==> src/rtl/ovl_pkg.sv <==
package ovl_pkg;

    localparam int ADDR_W = 14;
    localparam int WS_W   = 3;
    localparam int OVL_W  = 2;

    localparam logic [ADDR_W-1:0] UPPER_HALF = 14'h2000;
    localparam logic [ADDR_W-1:0] DM_RSV_LO  = 14'h3000;
    localparam logic [ADDR_W-1:0] CTRL_LO    = 14'h3FE0;

    typedef enum logic [2:0] {
        RG_NONE   = 3'd0,
        RG_INT_PM = 3'd1,
        RG_EXT_PM = 3'd2,
        RG_INT_DM = 3'd3,
        RG_EXT_DM = 3'd4,
        RG_CTRL   = 3'd5,
        RG_RESV   = 3'd6
    } region_e;

    typedef struct packed {
        logic int_pm;
        logic ext_pm;
        logic int_dm;
        logic ext_dm;
        logic ctrl;
    } sel_t;

    function automatic logic ovl_is_ext(input logic [OVL_W-1:0] ovl);
        return (ovl == 2'd1) || (ovl == 2'd2);
    endfunction

    function automatic logic region_is_ext(input region_e r);
        return (r == RG_EXT_PM) || (r == RG_EXT_DM);
    endfunction

    function automatic sel_t region_to_sel(input region_e r);
        sel_t s;
        s = '0;
        case (r)
            RG_INT_PM: s.int_pm = 1'b1;
            RG_EXT_PM: s.ext_pm = 1'b1;
            RG_INT_DM: s.int_dm = 1'b1;
            RG_EXT_DM: s.ext_dm = 1'b1;
            RG_CTRL:   s.ctrl   = 1'b1;
            default:   s = '0;
        endcase
        return s;
    endfunction

endpackage

==> src/rtl/ovl_addr_decode.sv <==
module ovl_addr_decode
    import ovl_pkg::*;
#(
    parameter int AW = ADDR_W,
    parameter int OW = OVL_W
) (
    input  logic [AW-1:0] addr,
    input  logic          sel_dm,
    input  logic          boot_ext,
    input  logic [OW-1:0] pm_ovl,
    input  logic [OW-1:0] dm_ovl,
    output region_e       region
);
    logic upper;
    assign upper = (addr >= UPPER_HALF);

    always_comb begin
        region = RG_RESV;
        if (!sel_dm) begin
            if (boot_ext) begin
                region = upper ? RG_RESV : RG_EXT_PM;
            end else if (!upper) begin
                region = RG_INT_PM;
            end else begin
                region = ovl_is_ext(pm_ovl) ? RG_EXT_PM : RG_RESV;
            end
        end else begin
            if (!upper) begin
                region = RG_INT_DM;
            end else if (addr < DM_RSV_LO) begin
                region = ovl_is_ext(dm_ovl) ? RG_EXT_DM : RG_RESV;
            end else if (addr < CTRL_LO) begin
                region = RG_RESV;
            end else begin
                region = RG_CTRL;
            end
        end
    end
endmodule

==> src/rtl/ovl_wait_timer.sv <==
module ovl_wait_timer #(
    parameter int WW = ovl_pkg::WS_W
) (
    input  logic          clk,
    input  logic          rst,
    input  logic          start,
    input  logic [WW-1:0] ws,
    output logic          busy,
    output logic [WW-1:0] cnt
);
    always_ff @(posedge clk) begin
        if (rst) begin
            busy <= 1'b0;
            cnt  <= '0;
        end else if (busy) begin
            if (cnt == '0) begin
                busy <= 1'b0;
            end else begin
                cnt <= cnt - 1'b1;
            end
        end else if (start && (ws != '0)) begin
            busy <= 1'b1;
            cnt  <= ws - 1'b1;
        end
    end
endmodule

==> src/rtl/ovl_sel_hold.sv <==
module ovl_sel_hold
    import ovl_pkg::*;
(
    input  logic    clk,
    input  logic    rst,
    input  logic    capture,
    input  logic    busy,
    input  logic    req,
    input  region_e region_in,
    output region_e active
);
    region_e held;

    always_ff @(posedge clk) begin
        if (rst) begin
            held <= RG_NONE;
        end else if (capture) begin
            held <= region_in;
        end
    end

    always_comb begin
        if (busy)     active = held;
        else if (req) active = region_in;
        else          active = RG_NONE;
    end
endmodule

==> src/rtl/mem_region_decoder.sv <==
module mem_region_decoder
    import ovl_pkg::*;
(
    input  logic              clk,
    input  logic              rst,
    input  logic [ADDR_W-1:0] addr,
    input  logic              sel_dm,
    input  logic              rd,
    input  logic              wr,
    input  logic              boot_ext,
    input  logic [OVL_W-1:0]  pm_ovl,
    input  logic [OVL_W-1:0]  dm_ovl,
    input  logic [WS_W-1:0]   ws_cfg,
    output logic              cs_int_pm,
    output logic              cs_ext_pm,
    output logic              cs_int_dm,
    output logic              cs_ext_dm,
    output logic              cs_ctrl,
    output logic              ready,
    output logic              err,
    output logic [WS_W-1:0]   wait_cnt
);
    logic    req;
    logic    busy;
    logic    ext_start;
    logic    stall_start;
    region_e dec_region;
    region_e act_region;
    sel_t    sel;
    logic [WS_W-1:0] cnt;

    assign req = rd | wr;

    ovl_addr_decode #(.AW(ADDR_W), .OW(OVL_W)) u_dec (
        .addr     (addr),
        .sel_dm   (sel_dm),
        .boot_ext (boot_ext),
        .pm_ovl   (pm_ovl),
        .dm_ovl   (dm_ovl),
        .region   (dec_region)
    );

    assign ext_start   = !busy && req && region_is_ext(dec_region);
    assign stall_start = ext_start && (ws_cfg != '0);

    ovl_wait_timer #(.WW(WS_W)) u_tmr (
        .clk   (clk),
        .rst   (rst),
        .start (ext_start),
        .ws    (ws_cfg),
        .busy  (busy),
        .cnt   (cnt)
    );

    ovl_sel_hold u_hold (
        .clk       (clk),
        .rst       (rst),
        .capture   (stall_start),
        .busy      (busy),
        .req       (req),
        .region_in (dec_region),
        .active    (act_region)
    );

    assign sel       = region_to_sel(act_region);
    assign cs_int_pm = sel.int_pm;
    assign cs_ext_pm = sel.ext_pm;
    assign cs_int_dm = sel.int_dm;
    assign cs_ext_dm = sel.ext_dm;
    assign cs_ctrl   = sel.ctrl;

    assign err      = (act_region == RG_RESV);
    assign ready    = busy ? (cnt == '0) : !stall_start;
    assign wait_cnt = cnt;
endmodule

==> config.mk <==
export PLATFORM = sky130hd
export DESIGN_NAME = mem_region_decoder
export DESIGN_NICKNAME = d
export VERILOG_FILES = /design/src/rtl/ovl_pkg.sv /design/src/rtl/ovl_addr_decode.sv /design/src/rtl/ovl_wait_timer.sv /design/src/rtl/ovl_sel_hold.sv /design/src/rtl/mem_region_decoder.sv
export SDC_FILE = /design/constraint.sdc
export NUM_CORES = 1
export LEC_CHECK = 0
export ABC_AREA = 0
export BUFFER_PORTS_ARGS = -buffer_cell sky130_fd_sc_hd__buf_4
export CAP_MARGIN = 20
export CORE_MARGIN = 8
export CORE_UTILIZATION = 45
export CTS_CLUSTER_SIZE = 14
export DETAILED_ROUTE_END_ITERATION = 8
export PLACE_DENSITY = 0.79
export SYNTH_ARGS = -nofsm -noshare
export SYNTH_HDL_FRONTEND = slang
export SYNTH_SLANG_ARGS = --single-unit
==> constraint.sdc <==
create_clock -name clk -period 3.6 [get_ports clk]
set_input_delay 0.54 -clock clk [delete_from_list [all_inputs] [get_ports clk]]
set_output_delay 0.54 -clock clk [all_outputs]
set_load 0.05 [all_outputs]
=== Yosys cells after proc, flatten, opt, wreduce, memory -nomap -nowiden ===
Index checks and enable logic that the tools add are counted.

* Add/subtract/negate cells: 2
* Multipliers: 0
* Divide/modulo/power cells: 0
* Order comparisons: 3
* Equal/unequal tests: 13
* Shift-type cells: 0
* Mux-type cells: 23
* Bitwise operators: 1
* Reductions and logical operators: 12

{| class="wikitable"
|+ Operator list
! operator !! count
|-
| 2-to-1 mux 3 bit || 12
|-
| less-than comparator 14 bit, second input constant || 2
|-
| greater-or-equal comparator 14 bit, second input constant || 1
|-
| equality test 3 bit, second input constant || 4
|-
| equality test 3 x 2 -> 1 bit, second input constant || 3
|-
| 2-to-1 mux 1 bit || 9
|-
| subtractor 3 x 1 -> 3 bit, second input constant || 2
|-
| equality test 2 x 1 -> 1 bit, second input constant || 2
|-
| equality test 2 bit, second input constant || 2
|-
| 2-to-1 mux 2 bit || 2
|-
| equality test 3 x 1 -> 1 bit, second input constant || 1
|-
| logical AND 1 bit || 3
|-
| zero test 3 bit || 1
|-
| logical OR 1 bit || 3
|-
| nonzero test 3 bit || 1
|-
| zero test 1 bit || 2
|-
| inequality test 2 bit, second input constant || 1
|-
| AND reduction 2 bit || 1
|-
| nonzero test 2 bit || 1
|-
| bitwise OR 1 bit || 1
|}

* Register bits after elaboration: 7
* Latch bits: 0
* Bits in writable memories: 0
* Bits in read-only memories: 0
* Input bits: 27
* Output and inout bits: 10
* Word-level logic and storage cells: 57
* Memories kept: 0

=== Logic depth before layout (Yosys ltp) ===
* Depth in word-level cells: 12
* Gate-level depth with buffers: 6
* Depth with buffers taken out: 5

=== By module ===
A second synthesis with hierarchy kept.

* Cell total of the unflattened synthesis: 66
* Area, all modules: 565.5 sq um

{| class="wikitable"
|+ By module, submodules not included
! module !! times used !! cells an instance !! area each (sq um) !! sequential area each (sq um)
|-
| ovl_wait_timer || 1 || 21 || 240.2 || 80.1
|-
| ovl_sel_hold || 1 || 18 || 138.9 || 60.1
|-
| mem_region_decoder || 1 || 15 || 106.4 || 0.0
|-
| ovl_addr_decode || 1 || 12 || 80.1 || 0.0
|}

=== Worst setup path after synthesis ===
Ideal clock, no wire load.

* Kind: in2out
* From: input pm_ovl[1]
* To: output cs_ext_pm
* Data arrival time: 2.235 ns
* Data required time: 3.060 ns
* Setup slack: 0.825 ns
* Cell stages on the path: 4
* Path buffers: 0
* Path through: xnor2_1 o31a_1 a22o_1 nor3_1

* Longest elaborated chain between the ends: 10
* Elaborated cells between the ends (all ways): 11
* Classes of those cells: eq/ne: 3; mux: 7; reduce/logical: 1

{| class="wikitable"
|+ Ends and longest elaborated chain
! what !! line !! RTL
|-
| start, declared || mem_region_decoder.sv:11 || <nowiki>input logic [OVL_W-1:0] pm_ovl,</nowiki>
|-
| equality test 2 x 1 -> 1 bit / equality test 2 bit (equally long branches) || ovl_pkg.sv:30 || <nowiki>return (ovl == 2'd1) || (ovl == 2'd2);</nowiki>
|-
| logical OR 1 bit * || ovl_pkg.sv:30 ||
|-
| 2-to-1 mux 3 bit * || ovl_addr_decode.sv:25 || <nowiki>region = ovl_is_ext(pm_ovl) ? RG_EXT_PM : RG_RESV;</nowiki>
|-
| 2-to-1 mux 3 bit * || ovl_addr_decode.sv:22 || <nowiki>end else if (!upper) begin</nowiki>
|-
| 2-to-1 mux 3 bit * || ovl_addr_decode.sv:20 || <nowiki>if (boot_ext) begin</nowiki>
|-
| 2-to-1 mux 3 bit * || ovl_addr_decode.sv:19 || <nowiki>if (!sel_dm) begin</nowiki>
|-
| 2-to-1 mux 3 bit * || ovl_sel_hold.sv:24 || <nowiki>else if (req) active = region_in;</nowiki>
|-
| 2-to-1 mux 3 bit * || ovl_sel_hold.sv:23 || <nowiki>if (busy) active = held;</nowiki>
|-
| equality test 3 x 2 -> 1 bit * || ovl_pkg.sv:40 || <nowiki>case (r)</nowiki>
|-
| 2-to-1 mux 1 bit * || ovl_pkg.sv:40 ||
|-
| end, declared || mem_region_decoder.sv:15 || <nowiki>output logic cs_ext_pm,</nowiki>
|}

Mark *: on every way between the ends. The rest lies on a longest branch, timed or not.

=== Worst setup path in the final report ===
* From: register u_tmr.busy
* To: output cs_ext_dm

* Longest elaborated chain between the ends: 3

{| class="wikitable"
|+ Ends and longest elaborated chain
! what !! line !! RTL
|-
| start, declared || ovl_wait_timer.sv:8 || <nowiki>output logic busy,</nowiki>
|-
| start signal, assigned || ovl_wait_timer.sv:13 || <nowiki>busy <= 1'b0;</nowiki>
|-
| start signal, assigned || ovl_wait_timer.sv:17 || <nowiki>busy <= 1'b0;</nowiki>
|-
| start signal, assigned || ovl_wait_timer.sv:22 || <nowiki>busy <= 1'b1;</nowiki>
|-
| 2-to-1 mux 3 bit || ovl_sel_hold.sv:23 ||
|-
| equality test 3 bit || ovl_pkg.sv:40 ||
|-
| 2-to-1 mux 1 bit || ovl_pkg.sv:40 ||
|-
| end, declared || mem_region_decoder.sv:17 || <nowiki>output logic cs_ext_dm,</nowiki>
|}

No other way between the ends.

==> impl_summary.md <==
Run status
The flow ran to the end, and the final reports show no timing, DRC or antenna violations.

Power
Per report_power, the sequential group accounts for 31.1% of the total. Combinational cells account for 45.1% of the total power. The peak supply drop is 0.254 mV.

The power spent charging and discharging nets is 0.114 mW. The clock network burns 23.8% of the power. Power spread over the standard cell area amounts to 329 nW/um2. The internal power of the cells is 0.182 mW.

Summed over all cells, the static leakage comes to around 0.36 nW. The switching share of total power is 38.5%.

Cells and area
The layout has 106 filler cells. The share of layout cells above drive strength 1 is 42.5%. The number of diodes is 0.

The library cells used most frequently in the layout, excluding fill and tap cells, are sky130_fd_sc_hd__buf_4 (31), sky130_fd_sc_hd__dfxtp_1 (7), sky130_fd_sc_hd__nor2_1 (6), sky130_fd_sc_hd__nand2_1 (4), sky130_fd_sc_hd__a21oi_1 (4). The area growth from synthesis to layout is 39.6%. The net count of the finished layout is 135. The cell area after layout is 900 um2. The most common library cell in the layout ignoring fill and taps is sky130_fd_sc_hd__buf_4.

Logic synthesis
The most common flop cell mapped by yosys is sky130_fd_sc_hd__dfxtp_1. The synthesized netlist net count is 101. In the synthesized netlist, the number of instances is 73. A synthesized cell averages 8.83 um2. The summed instance area of the synthesized netlist is 644 um2. The compound-gate portion of the synthesized area is 39.4%. Counting flops and latches in the post-synthesis netlist gives 7. Counting flops with an async set or reset pin after synthesis yields a share of 0%.

Yosys printed 0 warnings. The area share of xor/xnor cells in the synthesized design is 2.72%. The count of cell types in the netlist is 38. The area fraction in and, or, nand and nor cells after synthesis is 27.6%.

The adder-cell share of the synthesized area is 1.94%. In this run, synthesis inferred 0 flip-flops with an integrated enable. The share of synthesized area occupied by flip-flops and latches is 21.7%.

After synthesis, the largest family of logic cells by area is compound AO/OA/AOI/OAI gates. The portion of netlist area occupied by mux cells is roughly 3.1%.

Place
The number of buffer cells added on primary ports is 31. The placed instances occupy a cell area of 873 um2. The post-placement setup slack is roughly 1.2 ns.

The final RePlAce weighted congestion is between 0.7 and 0.8. The post-detailed-placement half-perimeter wirelength is 1420 um.

Setup path
The worst setup path is captured at an output port. The worst setup path is of the flop to output port kind. The worst setup path is launched from a flop. For the worst setup path, the data required time is 3.06 ns.

In this run the worst path has a maximum fanout of 11. The worst stage delay on the critical path is 0.62 ns. For this design, the slowest cell found on the critical path is sky130_fd_sc_hd__dfxtp_1. Walking the worst path, the cells encountered are o21ba_2 > a32o_1 > nand2b_1 > nor2_1 > buf_4. Data arrives at the worst endpoint at around 1.9 ns.

Floorplan
For this configuration, the core starts out at a cell density of 48.9%. The horizontal die dimension is roughly 54 um. The die covers slightly below 3000 um2.

After floorplanning, the core was divided into 13 placement rows. For this design the top-level I/O count stands at 37. The height of the die is 53.8 um. In this run the standard cell core region covers between 1000 and 1500 um2.

Timing
The final setup violation count is 0. After routing, the total negative slack on setup checks comes to 0 ns. The final-report hold violation count was 0.

The shortest clock period the worst path allows after layout is between 2 and 2.5 ns. The number of pins exceeding their max-slew limit in the final report is 0. The worst setup margin is 1.16 ns. On the final layout, the worst hold slack is 0.490 ns. Setup repair after global routing left no endpoint under its margin. The share of the clock period used by the worst path after layout is between 60% and 70%. The maximum clock frequency is approximately 410 MHz. For the final database, setup skew stands at 0.000267 ns. The transition time at the pin with the least slew margin is 0.487 ns. Headroom to the max-slew limit came out at 67.5%.

Drt
The DRC violation total after the first TritonRoute iteration is 9. The first-pass iteration count of the detailed router is 4. After detailed routing, the number of remaining DRC violations is 0.

The remaining number of nets flagged by the antenna check after routing is 0. The detailed router placed between 600 and 700 vias in this run. Using the TritonRoute via totals, the vias-per-cell ratio works out to between 5 and 6. The routed design has 1700 um of wire.

Dividing the detail-routed wire length by the instance count gives roughly 14 um.

Job
Max-cap violations in this run came to 0.

Worst hold path
The tightest min-delay check is of the flop to flop type.

Global route
Global routing used 12.7% of the available tracks across all layers. The initial antenna violation count is 0. The via count of the first global-routing pass came to 662. For this run the aggregate overflow at the end of global routing stands at 0. Entering global routing, the biggest net connects 12 pins.

The first global-routing pass estimated approximately 2900 um of wire.

Clocking
Clock-pin slew was measured on the worst setup and hold paths at 0.05 ns. The later pin in the worst-skew pair is clocked with a latency of 0.25 ns. After clock tree synthesis, the setup repair step added 0 buffers. Post-CTS repair changed the size of 0 cells. The post-cts hold buffer count is 0. The buffer type at the clock tree root is sky130_fd_sc_hd__clkbuf_4. CTS saw 7 sinks. The total clock buffers created by CTS is 3.

In this run the number of H-tree levels came out at 1. No sink is reached through more buffers than the 2 on the longest clock path. The TritonCTS clock tree is built.
## power by group through the flow
stage	registers, mW	clock network (mW)	logic (mW)
final	0.0920	0.0705	0.134
after global placement	0.0934	0	0.132
after floorplan	0.101	0	0.0821
after global routing	0.0933	0.0802	0.145
after CTS	0.0921	0.0743	0.134
after detailed placement	0.0936	0	0.134
## stage by stage
stage / util (%) / std cells / total power [mW]
after global placement: 66.3 / 117 / 0.226
after floorplan: - / 73 / 0.183
after global routing: 68.3 / 121 / 0.318
after CTS: 68.3 / 121 / 0.301
final: 68.3 / 121 / 0.296
after detailed placement: 66.3 / 117 / 0.228
## cell type report
class                           instances  area, um2  area share, %
Multi-Input combinational cell         64        482           53.5
Timing Repair Buffer                   31        233           25.9
Sequential cell                         7        140           15.6
Clock buffer                            4       26.3           2.92
Tap cell                               15       18.8           2.09
## layer usage
layer  up-vias  global-route usage, %  share of wire [%]
li1        355                      -                  -
met2        18                   22.0                 50
met4         0                   1.26                  0
met5         -                      0                  0
met1       312                   14.5                 41
met3         0                   5.79                8.5
## path summary, 6_finish.rpt
kind | cells after the start | slack, ns | start | end
setup / recovery | 5 | 1.16 | u_tmr.busy | cs_ext_dm
hold / removal | 1 | 0.49 | u_hold.held[0] | u_hold.held[0]
setup reg to reg | 5 | 1.87 | u_tmr.busy | u_tmr.cnt[2]
hold reg to reg | 1 | 0.49 | u_hold.held[0] | u_hold.held[0]
## cells in the mapped netlist (all sizes together), types with 2 or more instances
library cell / number / area [um2]
a21oi: 4 / 20.0
a32o: 2 / 20.0
buf: 2 / 22.5
dfxtp: 7 / 140
mux2i: 2 / 20.0
nand2: 4 / 15.0
nand2b: 2 / 12.5
nand4: 2 / 18.8
nor2: 6 / 22.5
nor2b: 3 / 18.8
nor3: 2 / 10.0
nor3b: 4 / 35.0
o211ai: 5 / 47.5
o21a: 2 / 15.0
o21ai: 4 / 23.8
or2: 2 / 15.0
or3: 3 / 18.8
xnor2: 2 / 17.5
## cells by family after synthesis
kind of cell,count (synthesis)
buffers and inverters,2
AO/OA/AOI/OAI,29
flip-flops,7
multiplexers,2
AND/OR/NAND/NOR,30
adder cells (fa/ha/maj),1
XOR/XNOR,2
## flip-flops by register name (all words and copies together) (netlist names)
register	flops
u_hold.held	3
u_tmr.busy	1
u_tmr.cnt	3
## worst max-delay path, delay by kind of cell (launching register included)
family	cells	cell delay, ns
AOI/OAI and AO/OA	2	0.55
buffers and inverters	1	0.21
and+or+nand+nor	2	0.27
DFF	1	0.62
Power figures use the tool's default switching activity.
